## src/rtl/bias_pkg.sv

```systemverilog
package bias_pkg;
  localparam int ADDR_W = 2;
  localparam int DATA_W = 32;
  localparam int CNT_W  = 8;
  localparam int CNT_LSB = 8;

  localparam logic [ADDR_W-1:0] A_SETUP = 2'd0;
  localparam logic [ADDR_W-1:0] A_CTRL  = 2'd1;
  localparam logic [ADDR_W-1:0] A_STAT  = 2'd2;
  localparam logic [ADDR_W-1:0] A_IRQEN = 2'd3;

  typedef struct packed {
    logic [CNT_W-1:0] settle;
    logic             rev_sel;
    logic             fwd_sel;
    logic             en;
  } setup_t;

  // latched mode: bit 0 fast (forward), bit 1 slow (reverse)
  typedef logic [1:0] mode_t;
endpackage

```

## src/rtl/bias_settle_timer.sv

```systemverilog
module bias_settle_timer
  import bias_pkg::*;
#(
  parameter int TICK_CYC = 8
) (
  input  logic             clk_i,
  input  logic             rst_ni,
  input  logic             start_i,
  input  logic             abort_i,
  input  logic [CNT_W-1:0] count_i,
  output logic             busy_o,
  output logic             done_o
);
  localparam int PW = (TICK_CYC > 1) ? $clog2(TICK_CYC) : 1;
  localparam logic [PW-1:0] PRESC_LAST = PW'(TICK_CYC - 1);

  logic [PW-1:0]    presc_q;
  logic [CNT_W-1:0] rem_q;
  logic             busy_q;
  logic             tick;

  assign tick   = busy_q && (presc_q == PRESC_LAST);
  assign done_o = tick && (rem_q == '0) && !abort_i;
  assign busy_o = busy_q;

  always_ff @(posedge clk_i or negedge rst_ni) begin
    if (!rst_ni) begin
      busy_q  <= 1'b0;
      presc_q <= '0;
      rem_q   <= '0;
    end else if (abort_i) begin
      busy_q  <= 1'b0;
      presc_q <= '0;
    end else if (start_i) begin
      busy_q  <= 1'b1;
      presc_q <= '0;
      rem_q   <= count_i;
    end else if (busy_q) begin
      if (tick) begin
        presc_q <= '0;
        if (rem_q == '0) busy_q <= 1'b0;
        else             rem_q  <= rem_q - 1'b1;
      end else begin
        presc_q <= presc_q + 1'b1;
      end
    end
  end

  p_presc_bound_r4: assert property (@(posedge clk_i) disable iff (!rst_ni)
    busy_q |-> (int'(presc_q) < TICK_CYC));

  p_rem_hold_r4: assert property (@(posedge clk_i) disable iff (!rst_ni)
    (busy_q && !tick && !abort_i && !start_i) |=> $stable(rem_q));

  p_start_idle_r6: assert property (@(posedge clk_i) disable iff (!rst_ni)
    start_i |-> !busy_q);
endmodule

```

## src/rtl/bias_regs.sv

```systemverilog
module bias_regs
  import bias_pkg::*;
(
  input  logic              clk_i,
  input  logic              rst_ni,
  input  logic              we_i,
  input  logic [ADDR_W-1:0] addr_i,
  input  logic [DATA_W-1:0] wdata_i,
  output logic [DATA_W-1:0] rdata_o,
  input  logic              busy_i,
  input  logic              done_set_i,
  output setup_t            setup_o,
  output mode_t             mode_o,
  output logic              start_o,
  output logic              abort_o,
  output logic              done_o,
  output logic              irq_en_o
);
  setup_t setup_q;
  mode_t  mode_q;
  logic   done_q;
  logic   irq_en_q;

  logic wr_setup, wr_ctrl, wr_stat, wr_irq;
  logic ctrl_chg;
  mode_t ctrl_mode;
  logic unused_wdata;

  assign wr_setup  = we_i && (addr_i == A_SETUP);
  assign wr_ctrl   = we_i && (addr_i == A_CTRL);
  assign wr_stat   = we_i && (addr_i == A_STAT);
  assign wr_irq    = we_i && (addr_i == A_IRQEN);
  assign ctrl_mode = wdata_i[1:0];
  assign ctrl_chg  = wdata_i[2];
  assign unused_wdata = ^{wdata_i[DATA_W-1:CNT_LSB+CNT_W], wdata_i[CNT_LSB-1:3]};

  assign abort_o = !setup_q.en;
  assign start_o = wr_ctrl && !busy_i && ctrl_chg && (ctrl_mode[0] ^ ctrl_mode[1])
                   && setup_q.en;

  always_ff @(posedge clk_i or negedge rst_ni) begin
    if (!rst_ni) begin
      setup_q  <= '0;
      mode_q   <= '0;
      done_q   <= 1'b0;
      irq_en_q <= 1'b0;
    end else begin
      if (wr_setup) begin
        setup_q.en      <= wdata_i[0];
        setup_q.fwd_sel <= wdata_i[1];
        setup_q.rev_sel <= wdata_i[2];
        setup_q.settle  <= wdata_i[CNT_LSB +: CNT_W];
      end
      if (!setup_q.en)
        mode_q <= '0;
      else if (start_o)
        mode_q <= ctrl_mode;
      else if (wr_ctrl && !busy_i && (wdata_i[2:0] == 3'b000))
        mode_q <= '0;
      if (done_set_i)
        done_q <= 1'b1;
      else if (wr_stat && wdata_i[0])
        done_q <= 1'b0;
      if (wr_irq) irq_en_q <= wdata_i[0];
    end
  end

  always_comb begin
    rdata_o = '0;
    unique case (addr_i)
      A_SETUP: begin
        rdata_o[0] = setup_q.en;
        rdata_o[1] = setup_q.fwd_sel;
        rdata_o[2] = setup_q.rev_sel;
        rdata_o[CNT_LSB +: CNT_W] = setup_q.settle;
      end
      A_CTRL:  rdata_o[2:0] = {busy_i, mode_q};
      A_STAT:  rdata_o[0]   = done_q;
      A_IRQEN: rdata_o[0]   = irq_en_q;
      default: rdata_o = '0;
    endcase
  end

  assign setup_o  = setup_q;
  assign mode_o   = mode_q;
  assign done_o   = done_q;
  assign irq_en_o = irq_en_q;

  p_done_sticky_r9: assert property (@(posedge clk_i) disable iff (!rst_ni)
    (done_q && !(wr_stat && wdata_i[0])) |=> done_q);

  p_done_from_busy_r4: assert property (@(posedge clk_i) disable iff (!rst_ni)
    $rose(done_q) |-> $past(busy_i));

  p_busy_ignore_r6: assert property (@(posedge clk_i) disable iff (!rst_ni)
    (busy_i && wr_ctrl && setup_q.en) |=> $stable(mode_q));

  p_mode_onehot_r7: assert property (@(posedge clk_i) disable iff (!rst_ni)
    $onehot0(mode_q));
endmodule

```

## src/rtl/bias_xition_ctrl.sv

```systemverilog
module bias_xition_ctrl
  import bias_pkg::*;
#(
  parameter int TICK_CYC = 8
) (
  input  logic              clk_i,
  input  logic              rst_ni,
  input  logic              bus_we_i,
  input  logic [ADDR_W-1:0] bus_addr_i,
  input  logic [DATA_W-1:0] bus_wdata_i,
  output logic [DATA_W-1:0] bus_rdata_o,
  output logic              fbb_en_o,
  output logic              rbb_en_o,
  output logic              done_irq_o
);
  setup_t setup;
  mode_t  mode;
  logic   start, abort, busy, done_set, done, irq_en;

  bias_regs u_regs (
    .clk_i      (clk_i),
    .rst_ni     (rst_ni),
    .we_i       (bus_we_i),
    .addr_i     (bus_addr_i),
    .wdata_i    (bus_wdata_i),
    .rdata_o    (bus_rdata_o),
    .busy_i     (busy),
    .done_set_i (done_set),
    .setup_o    (setup),
    .mode_o     (mode),
    .start_o    (start),
    .abort_o    (abort),
    .done_o     (done),
    .irq_en_o   (irq_en)
  );

  bias_settle_timer #(.TICK_CYC(TICK_CYC)) u_timer (
    .clk_i   (clk_i),
    .rst_ni  (rst_ni),
    .start_i (start),
    .abort_i (abort),
    .count_i (setup.settle),
    .busy_o  (busy),
    .done_o  (done_set)
  );

  assign fbb_en_o   = setup.en && setup.fwd_sel && mode[0];
  assign rbb_en_o   = setup.en && setup.rev_sel && mode[1];
  assign done_irq_o = done && irq_en;

  p_bias_excl_r3: assert property (@(posedge clk_i) disable iff (!rst_ni)
    !(fbb_en_o && rbb_en_o));

  p_off_when_disabled_r8: assert property (@(posedge clk_i) disable iff (!rst_ni)
    (bus_we_i && bus_addr_i == A_SETUP && !bus_wdata_i[0]) |=> (!fbb_en_o && !rbb_en_o));

  p_irq_source_r10: assert property (@(posedge clk_i) disable iff (!rst_ni)
    $rose(done_irq_o) |-> (done && irq_en));
endmodule

```

## config.mk

```make
export PLATFORM = sky130hd
export DESIGN_NAME = bias_xition_ctrl
export DESIGN_NICKNAME = d
export VERILOG_FILES = /design/src/rtl/bias_pkg.sv /design/src/rtl/bias_settle_timer.sv /design/src/rtl/bias_regs.sv /design/src/rtl/bias_xition_ctrl.sv
export SDC_FILE = /design/constraint.sdc
export NUM_CORES = 1
export LEC_CHECK = 0
export ABC_AREA = 1
export BUFFER_PORTS_ARGS = -buffer_cell sky130_fd_sc_hd__buf_2
export CAP_MARGIN = 0
export CELL_PAD_IN_SITES_DETAIL_PLACEMENT = 1
export CELL_PAD_IN_SITES_GLOBAL_PLACEMENT = 2
export CORE_MARGIN = 2
export CORE_UTILIZATION = 25
export DETAILED_ROUTE_END_ITERATION = 8
export GPL_TIMING_DRIVEN = 1
export PLACE_DENSITY = 0.87
export SLEW_MARGIN = 40
export SYNTH_ARGS = -nofsm -noshare
export SYNTH_HDL_FRONTEND = slang
export SYNTH_SLANG_ARGS = --single-unit
```

## constraint.sdc

```tcl
create_clock -name clk_i -period 1.55 [get_ports clk_i]
set_input_delay 0 -clock clk_i [delete_from_list [all_inputs] [get_ports clk_i]]
set_output_delay 0 -clock clk_i [all_outputs]
set_load 0.02 [all_outputs]
```

# Word level (Yosys, flattened, before mapping)
# Index checks and enable logic that the tools add are counted.
op_classes:
  addsub: 2
  n_mul: 0
  n_div: 0
  order_cmp: 0
  n_eq_ne: 7
  n_shift: 0
  muxes: 21
  bitwise_logic: 1
  n_reduce_logical: 26
op_table:
  columns: ["cell", "count"]
  rows:
  - ["$mux W8", 5]
  - ["$logic_and A1 B1 Y1", 18]
  - ["$mux W3", 4]
  - ["$logic_not A8 Y1", 1]
  - ["$sub A8 B1 Y8 const B", 1]
  - ["$mux W1", 7]
  - ["$mux W2", 3]
  - ["$reduce_bool A2 Y1", 3]
  - ["$eq A2 B2 Y1 const B", 2]
  - ["$pmux W1 S4", 1]
  - ["$pmux W2 S2", 1]
  - ["$reduce_and A4 Y1", 1]
  - ["$add A3 B1 Y3 const B", 1]
  - ["$eq A3 B3 Y1 const B", 1]
  - ["$logic_not A3 Y1", 1]
  - ["$ne A3 B2 Y1 const B", 1]
  - ["$ne A3 B3 Y1 const B", 1]
  - ["$eq A2 B1 Y1 const B", 1]
  - ["$logic_not A2 Y1", 1]
  - ["$ne A2 B2 Y1 const B", 1]
  - ["$logic_not A1 Y1", 1]
  - ["$xor A1 B1 Y1", 1]
totals:
  register_bits: 27
  latch_bits: 0
  ramBits: 0
  rom_bits: 0
  in_bits: 37
  output_inout_bits: 35
  wordCells: 67
  memories: 0

# Longest topological paths before layout
# Gate-level depths: netlist of run 1.
depth:
  word_depth: 8
  depth_mapped: 10
  depth_no_buf: 9

# Modules after synthesis
# A second synthesis of run 1 with hierarchy kept.
unflattened:
  hier_cells: 249
  hier_area_um2: 1849.3
modules_own_cells:
  columns: ["module", "instances", "cells_per_inst", "area_per_inst_um2", "seq_area_each_um2"]
  rows:
  - ["bias_regs", 1, 117, 967.2, 375.4]
  - ["bias_settle_timer", 1, 124, 847.1, 300.3]
  - ["bias_xition_ctrl", 1, 8, 35.0, 0.0]

# Least setup slack after synthesis of run 1
# OpenSTA, ideal clock, no wires.
synth_timing:
  path_kind: "register -> register"
  from: "register u_timer.presc_q[0]"
  to: "register u_timer.rem_q[3]"
  setup_ns: 0.118
  arrival_ns: 1.215
  t_required_ns: 1.432
  slack_ns: 0.217
  stages_incl_launch_ff: 9
  path_buffers: 0
  synth_period_minus_slack_ns: 1.333
  cell_sequence: "dfrtp_1 > ha_1 > ha_1 > nand2_1 > nor2_2 > o21ai_4 > nand2_4 > nand3_1 > nand2_1"
synth_between:
  elab_chain_len: 4
synth_rtl:
  columns: ["item", "line", "rtl"]
  rows:
  - ["from (decl)", "bias_settle_timer.sv:17", "logic [PW-1:0] presc_q;"]
  - ["from (signal assigned)", "bias_settle_timer.sv:44", "presc_q <= presc_q + 1'b1;"]
  - ["$eq A3 B3 Y1", "bias_settle_timer.sv:22", "assign tick = busy_q && (presc_q == PRESC_LAST);"]
  - ["$logic_and A1 B1 Y1", "bias_settle_timer.sv:22", null]
  - ["$reduce_bool A2 Y1 (no line)", null, null]
  - ["$reduce_and A4 Y1 (no line)", null, null]
  - ["to (signal assigned)", "bias_settle_timer.sv:37", "rem_q <= count_i;"]
  - ["to (signal assigned)", "bias_settle_timer.sv:42", "else rem_q <= rem_q - 1'b1;"]
  - ["to (decl)", "bias_settle_timer.sv:18", "logic [CNT_W-1:0] rem_q;"]
# Every way passes these cells.
# A chain may end at the register's enable or synchronous reset.

# Worst setup path after layout of run 1
layout_timing:
  from: "register u_timer.presc_q[0]"
  to: "register u_timer.rem_q[6]"
# Same word-level chain as after synthesis.

==> results of run 1 <==
per-stage QoR:
| step | hold slack [ps] | util (%) | cell area [sq um] | instances | power [W] |
|---|---|---|---|---|---|
| floorplan | -296 | - | 1800 | 245 | 0.00151 |
| CTS | 19.1 | 30.9 | 2070 | 350 | 0.00214 |
| global placement | 64.3 | 28.8 | 1940 | 337 | 0.00166 |
| global route | 47.8 | 31.0 | 2090 | 351 | 0.00229 |
| detailed placement | 66.9 | 28.8 | 1940 | 337 | 0.00170 |
| finish | 23.6 | 31.0 | 2090 | 351 | 0.00211 |
sequential cells by signal (all words and copies together) (netlist names):
signal,flops
u_regs.done_o,1
u_regs.irq_en_o,1
u_regs.mode_o,2
u_regs.setup_o,11
u_timer.busy_o,1
u_timer.presc_q,3
u_timer.rem_q,8
final timing paths:
check | start | endpoint
setup / recovery | u_timer.presc_q[0] | u_timer.rem_q[6]
hold / removal | bus_wdata_i[2] | u_regs.setup_o[2]
setup reg to reg | u_timer.presc_q[0] | u_timer.rem_q[6]
hold reg to reg | u_regs.setup_o[2] | u_regs.setup_o[2]
max in group asynchronous | rst_ni | u_timer.rem_q[4]
min in group asynchronous | rst_ni | u_regs.irq_en_o
final cells by class:
| class | instances | area, sq um |
|---|---|---|
| Clock buffer | 4 | 45.0 |
| Fill cell | 824 | 4630 |
| Inverter | 30 | 113 |
| Multi-Input combinational cell | 161 | 822 |
| Sequential cell | 27 | 676 |
| Tap cell | 80 | 100 |
| Timing Repair Buffer | 49 | 330 |
routing by layer:
metal	part of all wire (%)	routed length, um	track usage (%)
met5	0	0	0
met3	2.0	82	0.569
met4	1.5	59	4.26
met1	45	1840	14.9
met2	51	2070	19.8
cells by family after synthesis:
| family | Yosys count | share of synthesized area [%] |
|---|---|---|
| multiplexers | 1 | 0.580 |
| adder cells (fa/ha/maj) | 5 | 3.63 |
| AND/OR/NAND/NOR | 107 | 28.5 |
| AO/OA/AOI/OAI | 26 | 9.57 |
| XOR/XNOR | 1 | 0.508 |
| flip-flops | 27 | 39.2 |
| buffers and inverters | 57 | 17.8 |
| other | 1 | 0.217 |
where the power goes:
group | internal [W] | total, W | switching (W)
sequential | 0.000830 | 0.000946 | 0.000117
clock | 0.000185 | 0.000414 | 0.000230
combinational | 0.000296 | 0.000747 | 0.000451
critical path, stage by stage (launching register included):
cell	delay, ps
sky130_fd_sc_hd__dfrtp_1	390
sky130_fd_sc_hd__ha_1	200
sky130_fd_sc_hd__ha_1	200
sky130_fd_sc_hd__nand2_1	100
sky130_fd_sc_hd__nor2_2	50
sky130_fd_sc_hd__o21ai_4	100
sky130_fd_sc_hd__nand2_4	130
sky130_fd_sc_hd__nand3_1	110
sky130_fd_sc_hd__nand2_1	50
repair_timing:
item / CTS / global route
setup endpoints to repair: 0 / 5
hold buffers: 9 / 0
hold endpoints to repair: 35 / 0
gates resized for setup: 0 / 1
buffers inserted: 0 / 1
layout by cell type (no fill, tap or decap), types with 2 or more instances in the layout:
| cell type | count |
|---|---|
| sky130_fd_sc_hd__a21oi_1 | 8 |
| sky130_fd_sc_hd__buf_2 | 29 |
| sky130_fd_sc_hd__buf_4 | 10 |
| sky130_fd_sc_hd__clkbuf_8 | 3 |
| sky130_fd_sc_hd__conb_1 | 21 |
| sky130_fd_sc_hd__dfrtp_1 | 27 |
| sky130_fd_sc_hd__dlygate4sd3_1 | 9 |
| sky130_fd_sc_hd__ha_1 | 5 |
| sky130_fd_sc_hd__inv_1 | 28 |
| sky130_fd_sc_hd__inv_2 | 2 |
| sky130_fd_sc_hd__nand2_1 | 42 |
| sky130_fd_sc_hd__nand3_1 | 28 |
| sky130_fd_sc_hd__nand4_1 | 2 |
| sky130_fd_sc_hd__nor2_1 | 22 |
| sky130_fd_sc_hd__nor2_2 | 2 |
| sky130_fd_sc_hd__nor3_1 | 3 |
| sky130_fd_sc_hd__o21ai_0 | 8 |
| sky130_fd_sc_hd__o21ai_2 | 3 |
| sky130_fd_sc_hd__o22ai_1 | 4 |
| sky130_fd_sc_hd__or2_2 | 2 |
==> flow_summary.json, run 1 <==
{
  "layout_cell_share_with_drive_strength_beyond_1_pct": 21.4,
  "hpwl_um": 3130,
  "total_count_of_max_transition_violations_in_the_final_report": 0,
  "type_of_the_worst_setup_path": "register to register",
  "timing.critical_path.required_ps": 1720,
  "fin_ws_ps": 109,
  "gpl.final_weighted_congestion": 0.746,
  "vias_per_cell": 4.33,
  "leading_cell_types_by_count_after_synthesis": "42 x sky130_fd_sc_hd__nand2_1, 29 x sky130_fd_sc_hd__nand3_1, 28 x sky130_fd_sc_hd__inv_1",
  "vias": 1519,
  "ys_async_sr_fraction_pct": 100,
  "number_of_enable_flip_flop_cells_after_synthesis": 0,
  "yosys_register_bits": 27,
  "timing.final.crit_share_pct": 93.0,
  "clockRootBuffer": "sky130_fd_sc_hd__clkbuf_8",
  "synthMostInstantiatedCell": "sky130_fd_sc_hd__nand2_1",
  "initial_utilization_pct": 25.7,
  "die_height_um": 87.1,
  "antenna_cells": 0,
  "wire_per_inst_um": 11.5,
  "numClockSinks": 27,
  "die_area_sq_um": 7580,
  "drt_iter0_drc": 35,
  "grt_setup_unrepaired": "false",
  "floorplan_row_count": 30,
  "grt_start_max_net_pins": 28,
  "crit_arrival_ps": 1620,
  "post-route-min-period_ps": 1440,
  "cell_area_synth_sq_um": 1730,
  "worst-r2r-setup-slack_ps": 110,
  "synth.top_cells.by_area": "sky130_fd_sc_hd__dfrtp_1 39%, sky130_fd_sc_hd__buf_4 9.6%, sky130_fd_sc_hd__nand2_1 9.1%, sky130_fd_sc_hd__nand3_1 8.4%, sky130_fd_sc_hd__inv_1 6.1%",
  "r2r.worst_path.cells": 8,
  "final_net_count": 314,
  "global_route_wire_length_before_repair_um": 6890,
  "io-pin-count": 72,
  "synth_seq_area_share_pct": 39.2,
  "syn-instance-count": 225,
  "vdd_drop_max_mv": 0.402,
  "area_growth_pct": 20.9,
  "timing.critical_path.from_type": "register",
  "cap_viol_max_count": 0,
  "average_instance_area_after_synthesis_sq_um": 7.67,
  "drc_errors": 0,
  "max_slew_margin_pct": 57.8,
  "grt_remaining_overflow": 0,
  "synth.lib_cells_used.distinct": 30,
  "place_ws_ps": 101,
  "h-tree-depth": 1,
  "grt_pass1_vias": 1492,
  "result_of_the_run": "completed",
  "max_clock_freq_ghz": 0.694,
  "core_area_sq_um": 6720,
  "fin_worst_skew_ps": 1.75,
  "numPortBuffers": 29,
  "cts_tree": "done",
  "critical_path_end_type": "register",
  "postRouteAntennaNets": 0,
  "tightestPinTransition_ps": 632,
  "cts-buffers-inserted": 3,
  "cp_max_fo": 8,
  "synth.yosys.warnings": 0,
  "detail_route.wirelength_um": 4050,
  "clkLatencyLatePin_ps": 270,
  "synthDominantCellAreaShare_pct": 39.2,
  "die_width_um": 87.1,
  "setup_viol_count_final": 0,
  "timing.final.hold_violations": 0,
  "ys_dominant_reg_cell": "sky130_fd_sc_hd__dfrtp_1",
  "groute.usage.overall_pct": 11.4,
  "post-synth-top-area-cell": "sky130_fd_sc_hd__dfrtp_1",
  "total_leakage_power_nw": 1.11,
  "min_delay_path_depth": 3,
  "cts.reportedPaths.clkPinSlew_ps": 90,
  "antenna_found_initial": 0,
  "cts_max_path_bufs": 2,
  "drtPass1Iterations": 4,
  "pwr_density_cell_nw_per_um2": 1010,
  "hold_class": "input pin to register",
  "total_negative_slack_for_setup_checks_ps": 0
}
Power figures use the tool's default switching activity.
==> run 2, diff against run 1 <==
Settings changed: PLACE_DENSITY 0.87 to default, PLACE_DENSITY_LB_ADDON from default to 0.1, REMOVE_ABC_BUFFERS from default to 1.
==> run 2 against run 1 <==
Total power increased by 3.4%. Sequential cell count is the same. Die area unchanged. Via count up 1.3%.
==> flow_summary.json, run 2 (synthesis gave the netlist of run 1 again) <==
{
  "cp_slowest_stage_delay_ps": 410,
  "layout_common_cells": "41 x sky130_fd_sc_hd__nand2_1, 29 x sky130_fd_sc_hd__nand3_1, 29 x sky130_fd_sc_hd__buf_2, 28 x sky130_fd_sc_hd__inv_1, 27 x sky130_fd_sc_hd__dfrtp_1",
  "layout_cell_share_with_drive_strength_beyond_1_pct": 23.2,
  "core_area_sq_um": 6720,
  "critical_path.most_common_cell": "sky130_fd_sc_hd__ha_1",
  "fin_worst_skew_ps": 4.84,
  "pwr_density_cell_nw_per_um2": 1020,
  "timing.critical_path.required_ps": 1730,
  "num-fill-cells": 854,
  "cts_max_path_bufs": 2,
  "final_common_cell": "sky130_fd_sc_hd__nand2_1",
  "die_area_sq_um": 7580,
  "drtPass1Iterations": 4,
  "setup_viol_count_final": 0,
  "final_net_count": 319,
  "cp.buffers_inverters": 0,
  "grt_setup_unrepaired": "false",
  "area_growth_pct": 23.2,
  "critical_path_end_type": "register",
  "timing.critical_path.from_type": "register",
  "global_route_wire_length_before_repair_um": 7300,
  "timing.final.hold_violations": 0,
  "vias_per_cell": 4.32,
  "cts-buffers-inserted": 3,
  "gpl.final_weighted_congestion": 0.740,
  "slowest_cell_on_the_critical_path": "sky130_fd_sc_hd__dfrtp_1",
  "total_count_of_max_transition_violations_in_the_final_report": 0,
  "postRouteAntennaNets": 0,
  "post-route-min-period_ps": 1450,
  "grt_pass1_vias": 1474,
  "path_cells": "ha_1 > ha_1 > nand2_2 > nor2_2 > o21ai_4 > nand2_4 > nand3_1 > nand2_1",
  "detailed_place.area_sq_um": 1980,
  "tightestPinTransition_ps": 644,
  "floorplan_row_count": 30,
  "worst-r2r-setup-slack_ps": 100,
  "final_area_sq_um": 2130,
  "detailroute.wirelength.met2_um": 1990,
  "timing.final.crit_share_pct": 93.8,
  "post-cts-setup-buffers": 0,
  "timing.critical_path.depth": 8,
  "result_of_the_run": "completed",
  "total_negative_slack_for_setup_checks_ps": 0,
  "max_slew_margin_pct": 57.1,
  "antenna_found_initial": 0,
  "vdd_drop_max_mv": 0.311,
  "detail_route.wirelength_um": 4350,
  "cp_max_fo": 8,
  "place.detailed.instances": 343,
  "initial_utilization_pct": 25.7,
  "groute.usage.overall_pct": 12.2,
  "met1Wirelength_um": 2230,
  "drt_iter0_drc": 43,
  "hold_class": "input pin to register",
  "largest_register_ffs": 11,
  "r2r.worst_path.cells": 8,
  "crit_arrival_ps": 1640,
  "type_of_the_worst_setup_path": "register to register",
  "fin_cells": 356,
  "wire_per_inst_um": 12.2,
  "clkLatencyLatePin_ps": 280,
  "cap_viol_max_count": 0,
  "vias": 1538,
  "cts_tree": "done",
  "routed-wl-met3_um": 102,
  "numPortBuffers": 29,
  "antenna_cells": 0,
  "critical_path.top_delay_family": "simple AND/OR/NAND/NOR gates",
  "numClockSinks": 27,
  "drc_errors": 0,
  "maxUsedRoutingLayer": "met4",
  "grt_remaining_overflow": 0,
  "total_leakage_power_nw": 1.13,
  "hpwl_um": 3380,
  "h-tree-depth": 1,
  "die_height_um": 87.1,
  "io-pin-count": 72,
  "min_delay_path_depth": 3,
  "cts.reportedPaths.clkPinSlew_ps": 110,
  "max_clock_freq_ghz": 0.688,
  "grt_start_max_net_pins": 28,
  "clockRootBuffer": "sky130_fd_sc_hd__clkbuf_8",
  "die_width_um": 87.1
}
[run 2: changes by cell type in the layout (fill, tap and decap cells not counted), sizes merged]
cell	before	now
clkbuf	4	3
buf	40	45
inv	30	31
[run 2: worst min-delay path, delay by kind of cell]
kind,cells,cell delay [ps]
buffers and inverters,2,180
AO/OA/AOI/OAI,1,90
[run 2: path summary, 6_finish.rpt]
| path | startpoint | endpoint |
|---|---|---|
| min reg2reg | u_timer.presc_q[0] | u_timer.presc_q[0] |
| min | bus_wdata_i[1] | u_regs.setup_o[1] |
| max | u_timer.presc_q[0] | u_timer.rem_q[5] |
| max in group asynchronous | rst_ni | u_regs.setup_o[5] |
| min in group asynchronous | rst_ni | u_timer.presc_q[2] |
| max reg2reg | u_timer.presc_q[0] | u_timer.rem_q[5] |
[run 2: power breakdown]
part           switching (W)  internal [W]  leakage (nW)
clock network       0.000258      0.000189        0.0261
registers          0.0000952      0.000829         0.326
logic               0.000474      0.000333         0.783
[run 2: repair_timing]
item                       CTS  global route
resized for setup            0             1
hold buffers                 9             0
setup endpoints to repair    0             6
hold endpoints to repair    35             0
[run 2: layer usage]
metal  GRT usage, %  up-vias
li1               -      777
met4           2.56        0
met1           17.6      737
met3           2.27        2
met2           19.2       22
met5              0        -
[run 2: area by class of cell]
class	instances	area [sq um]	area share, %
clock buffers	3	41.3	1.94
repair buffers	54	368	17.3
clock inverters	1	8.76	0.412
flip-flops and latches	27	676	31.8
inverters	30	113	5.30
well taps	80	100	4.71
multi-input cells	161	820	38.6
[run 2: through the flow]
step	utilization (%)	total power (W)	hold WS, ps	setup WS (ps)
after detailed placement	29.5	0.00174	73.6	76.6
after global placement	29.5	0.00174	82.6	91.1
after floorplan	-	0.00146	-296	203
after CTS	31.6	0.00223	18.9	63.2
after global routing	31.6	0.00238	48.5	7.06
final	31.6	0.00218	28.6	95.5
